==> config.mk <==
export PLATFORM = sky130hd
export DESIGN_NAME = sg_copy_engine
export DESIGN_NICKNAME = d
export VERILOG_FILES = /design/src/rtl/sg_copy_engine.sv
export SDC_FILE = /design/constraint.sdc
export NUM_CORES = 1
export LEC_CHECK = 0
export ABC_AREA = 0
export ABC_CLOCK_PERIOD_IN_PS = 2700
export BUFFER_PORTS_ARGS = -buffer_cell sky130_fd_sc_hd__buf_4
export CAP_MARGIN = 20
export CORE_ASPECT_RATIO = 1.2
export CORE_MARGIN = 1
export CORE_UTILIZATION = 45
export DETAILED_ROUTE_END_ITERATION = 10
export GPL_ROUTABILITY_DRIVEN = 0
export PLACE_DENSITY = 0.68
export SLEW_MARGIN = 20
export SYNTH_ARGS = -nofsm -noshare
export SYNTH_HDL_FRONTEND = slang
export SYNTH_SLANG_ARGS = --single-unit
==> constraint.sdc <==
create_clock -name clk -period 2.7 [get_ports clk]
set_input_delay 0.54 -clock clk [delete_from_list [all_inputs] [get_ports clk]]
set_output_delay 0.54 -clock clk [all_outputs]
set_load 0.005 [all_outputs]
==> src/rtl/sg_copy_engine.sv <==
module sg_copy_engine #(
  parameter int CNT_W      = 18,
  parameter int LAST_BIT   = 31,
  parameter int GRAN_BITS  = 8,
  parameter int DESC_BYTES = 12,
  parameter int STAT_OFS   = 4
) (
  input  logic        clk,
  input  logic        rst_n,
  input  logic        cfg_wr,
  input  logic [3:0]  cfg_addr,
  input  logic [31:0] cfg_wdata,
  output logic [31:0] cfg_rdata,
  output logic        irq,
  output logic        h_rd,
  output logic        h_wr,
  output logic [31:0] h_addr,
  output logic [31:0] h_wdata,
  input  logic [31:0] h_rdata,
  output logic        c_rd,
  output logic [31:0] c_addr,
  input  logic [31:0] c_rdata
);
  localparam int WORD_W = CNT_W - 2;

  typedef enum logic [2:0] {
    S_IDLE = 3'd0, S_D0 = 3'd1, S_D1 = 3'd2, S_D2 = 3'd3,
    S_D3 = 3'd4, S_RD = 3'd5, S_WR = 3'd6
  } st_t;

  st_t               state;
  logic [31:0]       ptr, src, dst;
  logic [WORD_W-1:0] words;
  logic              last, done, err;

  logic [CNT_W-1:0]  cnt;
  logic              bad_cnt, busy, start, clr;

  assign cnt     = h_rdata[CNT_W-1:0];
  assign bad_cnt = (cnt == '0) || (|cnt[GRAN_BITS-1:0]);
  assign busy    = (state != S_IDLE);
  assign start   = cfg_wr && (cfg_addr == 4'd0) && !busy;
  assign clr     = cfg_wr && (cfg_addr == 4'(STAT_OFS)) && cfg_wdata[1];

  assign irq       = done;
  assign cfg_rdata = (cfg_addr == 4'(STAT_OFS)) ? {29'd0, err, done, busy}
                   : (cfg_addr == 4'd0) ? ptr : 32'd0;

  assign h_rd    = (state == S_D0) || (state == S_D1) || (state == S_D2);
  assign h_wr    = (state == S_WR);
  assign h_addr  = (state == S_WR) ? dst
                 : (state == S_D1) ? ptr + 32'd4
                 : (state == S_D2) ? ptr + 32'd8 : ptr;
  assign h_wdata = c_rdata;
  assign c_rd    = (state == S_RD);
  assign c_addr  = src;

  always_ff @(posedge clk or negedge rst_n) begin
    if (!rst_n) begin
      state <= S_IDLE;
      ptr   <= '0;
      src   <= '0;
      dst   <= '0;
      words <= '0;
      last  <= 1'b0;
      done  <= 1'b0;
      err   <= 1'b0;
    end else begin
      if (clr) begin
        done <= 1'b0;
        err  <= 1'b0;
      end
      case (state)
        S_IDLE: if (start) begin
          ptr   <= cfg_wdata;
          done  <= 1'b0;
          err   <= 1'b0;
          state <= S_D0;
        end
        S_D0: state <= S_D1;
        S_D1: begin
          src   <= h_rdata;
          state <= S_D2;
        end
        S_D2: begin
          dst   <= h_rdata;
          state <= S_D3;
        end
        S_D3: begin
          if (bad_cnt) begin
            err   <= 1'b1;
            done  <= 1'b1;
            state <= S_IDLE;
          end else begin
            words <= cnt[CNT_W-1:2];
            last  <= h_rdata[LAST_BIT];
            state <= S_RD;
          end
        end
        S_RD: state <= S_WR;
        S_WR: begin
          src   <= src + 32'd4;
          dst   <= dst + 32'd4;
          words <= words - 1'b1;
          if (words == WORD_W'(1)) begin
            if (last) begin
              done  <= 1'b1;
              state <= S_IDLE;
            end else begin
              ptr   <= ptr + 32'(DESC_BYTES);
              state <= S_D0;
            end
          end else begin
            state <= S_RD;
          end
        end
        default: state <= S_IDLE;
      endcase
    end
  end
endmodule

After elaboration in Yosys (flattened, before gate mapping)
Index checks and enable logic that the tools add are counted.
- output and inout port bits: 132
- register bits: 118
- logic and storage cells: 75
- eq/ne operators: 12
- mux-type cells: 28
- bitwise gates (word level): 1
- add/sub/neg operators: 6
- reduce and logical (&&, ||, !) cells: 20
- operator list (kind ; number):
    2-to-1 mux 32 bit ; 8
    case mux 32 bit (2 select lines) ; 3
    adder 32 x 3 -> 32 bit, second input constant ; 3
    adder 32 x 4 -> 32 bit, second input constant ; 2
    case mux 16 bit (2 select lines) ; 1
    case mux 3 bit (7 select lines) ; 1
    zero test 18 bit ; 1
    == test 16 x 1 -> 1 bit, second input constant ; 1
    2-to-1 mux 16 bit ; 1
    subtractor 16 x 1 -> 16 bit, second input constant ; 1
    == test 3 bit, second input constant ; 3
    2-to-1 mux 1 bit ; 9
    2-to-1 mux 3 bit ; 3
    nonzero test 2 bit ; 4
    OR reduction 8 bit ; 1
    == test 3 x 2 -> 1 bit, second input constant ; 2
    inequality test 2 bit, second input constant ; 3
    == test 4 x 3 -> 1 bit, second input constant ; 1
    logical AND 1 bit ; 4
    zero test 4 bit ; 1
    AND reduction 2 bit ; 2
    AND reduction 4 bit ; 1
    == test 3 x 1 -> 1 bit, second input constant ; 1
    zero test 3 bit ; 1
    7 further kinds ; 9

Depth between registers and ports, before layout
- depth after elaboration: 7
- mapped depth: 8
- depth with buffers taken out: 7

Worst setup path before layout
OpenSTA, ideal clock, no wires.
- path kind: reg2out
- start point: register ptr[3]
- end point: output h_addr[29]
- buffers on the path: 0
- setup slack: 0.379 ns
- arrival: 1.781 ns
- cell stages (with the launch flop): 7
- cells stage by stage: dfrtp_1 -> ha_1 -> o21ai_0 -> nor4_1 -> nand3_1 -> xnor2_1 -> mux2_2
- word-level cells in the longest chain between the ends: 4
- ends and longest elaborated chain (element ; RTL line ; source):
    start: declaration ; 32 ; logic [31:0] ptr, src, dst;
    start signal: assignment ; 75 ; ptr <= cfg_wdata;
    start signal: assignment ; 110 ; ptr <= ptr + 32'(DESC_BYTES);
    adder 32 x 4 -> 32 bit ; 53 ; : (state == S_D2) ? ptr + 32'd8 : ptr;
    2-to-1 mux 32 bit ; 53 ;
    2-to-1 mux 32 bit (*) ; 52 ; : (state == S_D1) ? ptr + 32'd4
    2-to-1 mux 32 bit (*) ; 51 ; assign h_addr = (state == S_WR) ? dst
    end: declaration ; 17 ; output logic [31:0] h_addr,
Mark *: on every way between the ends. The rest lies on a longest branch, timed or not.

Worst setup path after layout
- start point: register ptr[13]
- end point: output h_addr[22]
The elaborated chain is that of the path after synthesis.

==> metrics.txt <==
synth warn 0; largest delay contributor family on the critical path simple AND/OR/NAND/NOR gates; Initial DRC Count 817; TritonRoute pass-1 iters 7; area leader, netlist dfrtp_1; P_leak 4.66 nW; WP buf/inv 2; n_diodes 0; vias in the first global route 8891; global-route wire length before repair 48600 µm; EDFF count, synth 0; worst r2r src state[2]$_DFFE_PN0P_; DRC 0; slowest CP cell dfrtp_2; async set or reset register ratio after synthesis 100%; crit path launch ptr[13]$_DFFE_PN0P_; cells after synthesis 1078; clock transition at the registers of the reported paths 0.06 ns; clock root cell clkbuf_16; clock sink count 118; Synth Register Bits 118; distinct cell type count after synthesis 79; crit path kind reg2out; H-tree levels 4; Hold WS 0.118 ns; Ports 235; pre-CTS WS 0.213 ns; DP HPWL 23000 µm; commonest cells in the netlist nand2_1, dfrtp_1, nor2_1, nand3_1, o21ai_0; WP depth 7; fin nets 1365; top achievable clock speed 365 MHz; DRT Wirelength 31200 µm; final worst slack -0.0384 ns; IO buf count 170; Starting Density 45.8%; post-synthesis net count 1189; CP Cell Sequence nand4_1 -> nor4_2 -> buf_4 -> nand3_2 -> xor2_1 -> o21ai_1 -> buf_4; CTS tree yes; Peak VDD IR 0.526 mV; RR Endpoint words[9]$_DFFE_PN0P_; grt ovf 0; largest net degree at the start of global routing 75; synthesis-to-finish area growth 29.7%; PD cells 1090 nW/µm²; initial antenna violation count 0; CTS Hold Buffers Added 0; clk_lat worst skew 0.43 ns; mapped cell area 8610 µm²; required time of the critical path 2.16 ns; Tcrit/Tclk final 101%; prevailing post-synth register cell dfrtp_1; critical path's most frequent cell buf_4; die area 19700 µm²; sequential area share after synthesis 34.3%; final hold vios 0; failing checks setup timing; largest cells by area after synthesis dfrtp_1, nand2_1, nand3_1; fraction of layout cells with a size suffix above 1 29.7%; Final min period 2.74 ns; outcome complete, but fails checks; Critical Path AT 2.20 ns; Startpoint Class flip-flop; via count 9485; GRT Total Usage 31.9%; number of buffers created by CTS 17; crit-path max cell delay 0.44 ns; Slew Limit Fails 0; drt via density 6.23; worst slew pin tran 0.866 ns; area share of the largest cell type after synthesis 34.3%; core area 18800 µm²; Max Root-Sink Buffers 2; chip width 128 µm; top-count cell post-synth nand2_1; Site Rows 55; Setup crit end h_addr[22]; max-capacitance violation count 0; r2r worst-path depth 6; Die H 154 µm; Synth Area per Inst 7.99 µm²; CP endpoint kind output port; Routed wire per std cell 20.5 µm; Hold Path Class in2async; Slew headroom 41.8%; Final Setup Violations 6; DRT antenna net count 0; critical path peak fanout 7; R2R Setup Slk 0.36 ns; RSZ-0062 raised after global routing yes; Worst Skew 0.0103 ns
[cell usage in the layout, fill, tap and decap left out, types with 39 or more instances in the layout]
cell type / netlist / layout
nor3_1: 41 / 39
o21ai_0: 60 / 48
nand2_1: 140 / 140
nor2_1: 77 / 75
and2_1: 40 / 41
o22ai_1: 42 / 42
nand3_1: 67 / 59
dfrtp_1: 118 / 102
nand4_1: 39 / 39
a21oi_1: 59 / 56
buf_4: 34 / 256
[metrics by stage]
stage	setup TNS (ns)	cells	util [%]	power [mW]	cell area, µm²
CTS	-0.0375	1517	58.8	12.0	11000
detailed placement	0	1479	54.9	9.50	10300
finish	-0.112	1523	59.5	12.2	11200
floorplan	0	1078	-	6.87	8610
global placement	0	1479	54.9	9.42	10300
global route	-0.630	1523	59.5	12.9	11200
[kinds of logic (layout without fill, tap and decap cells)]
group                    after synthesis  after routing  share of synthesized area [%]
AND/OR/NAND/NOR                      503            503                           30.7
AO/OA/AOI/OAI                        274            274                           21.0
buffers and inverters                123            312                           7.16
flip-flops                           118            118                           34.3
XOR/XNOR                              28             28                           2.85
multiplexers                          24             24                           2.86
adder cells (fa/ha/maj)                8              8                           1.16
[flip-flops by register name, summed over array words and instances (netlist names)]
signal and cells:
c_addr 32, dst 32, err 1, irq 1, last 1, ptr 32, state 3, words 16
[layer usage]
metal,up-vias,track usage [%],wire (µm)
met1,4487,40.2,12400
met3,114,4.56,2200
li1,4346,-,-
met4,0,16.8,1500
met5,-,0,0
met2,538,52.7,15100
[worst min path at each step]
stage | startpoint | endpoint | slack [ns] | depth (start not counted)
finish | rst_n | c_addr[14]$_DFFE_PN0P_ | 0.12 | 1
global route | rst_n | c_addr[14]$_DFFE_PN0P_ | 0.17 | 1
CTS | rst_n | c_addr[14]$_DFFE_PN0P_ | 0.13 | 1
detailed placement | dst[0]$_DFFE_PN0P_ | dst[0]$_DFFE_PN0P_ | 0.46 | 2
global placement | dst[0]$_DFFE_PN0P_ | dst[0]$_DFFE_PN0P_ | 0.46 | 2
floorplan | rst_n | c_addr[0]$_DFFE_PN0P_ | 0.24 | 0
[worst reg2reg max path, delay by kind of cell (launching register included)]
family	cells	cell delay, ns
buffers and inverters	2	0.72
DFF	1	0.41
and+or+nand+nor	2	0.94
AOI/OAI and AO/OA	2	0.19
[power by group]
group | internal [mW] | total (mW) | switching [mW]
Clock | 1.41 | 2.30 | 0.892
Sequential | 2.60 | 3.84 | 1.24
Combinational | 2.85 | 6.08 | 3.23
[cell type report]
cell class | instances | area [µm²]
tap | 256 | 320
clock inverter | 11 | 124
clock buffer | 21 | 460
fill | 1698 | 7610
sequential | 118 | 2970
inverter | 17 | 63.8
multi-input combinational | 837 | 5200
timing repair buffer | 263 | 2040
[what timing repair did]
action	4_1_cts	5_1_grt
setup buffers	6	6
pin swaps	7	11
endpoints found under the setup margin	25	23
gates resized for setup	32	32
Note: power is estimated with default switching activity, not from simulation.
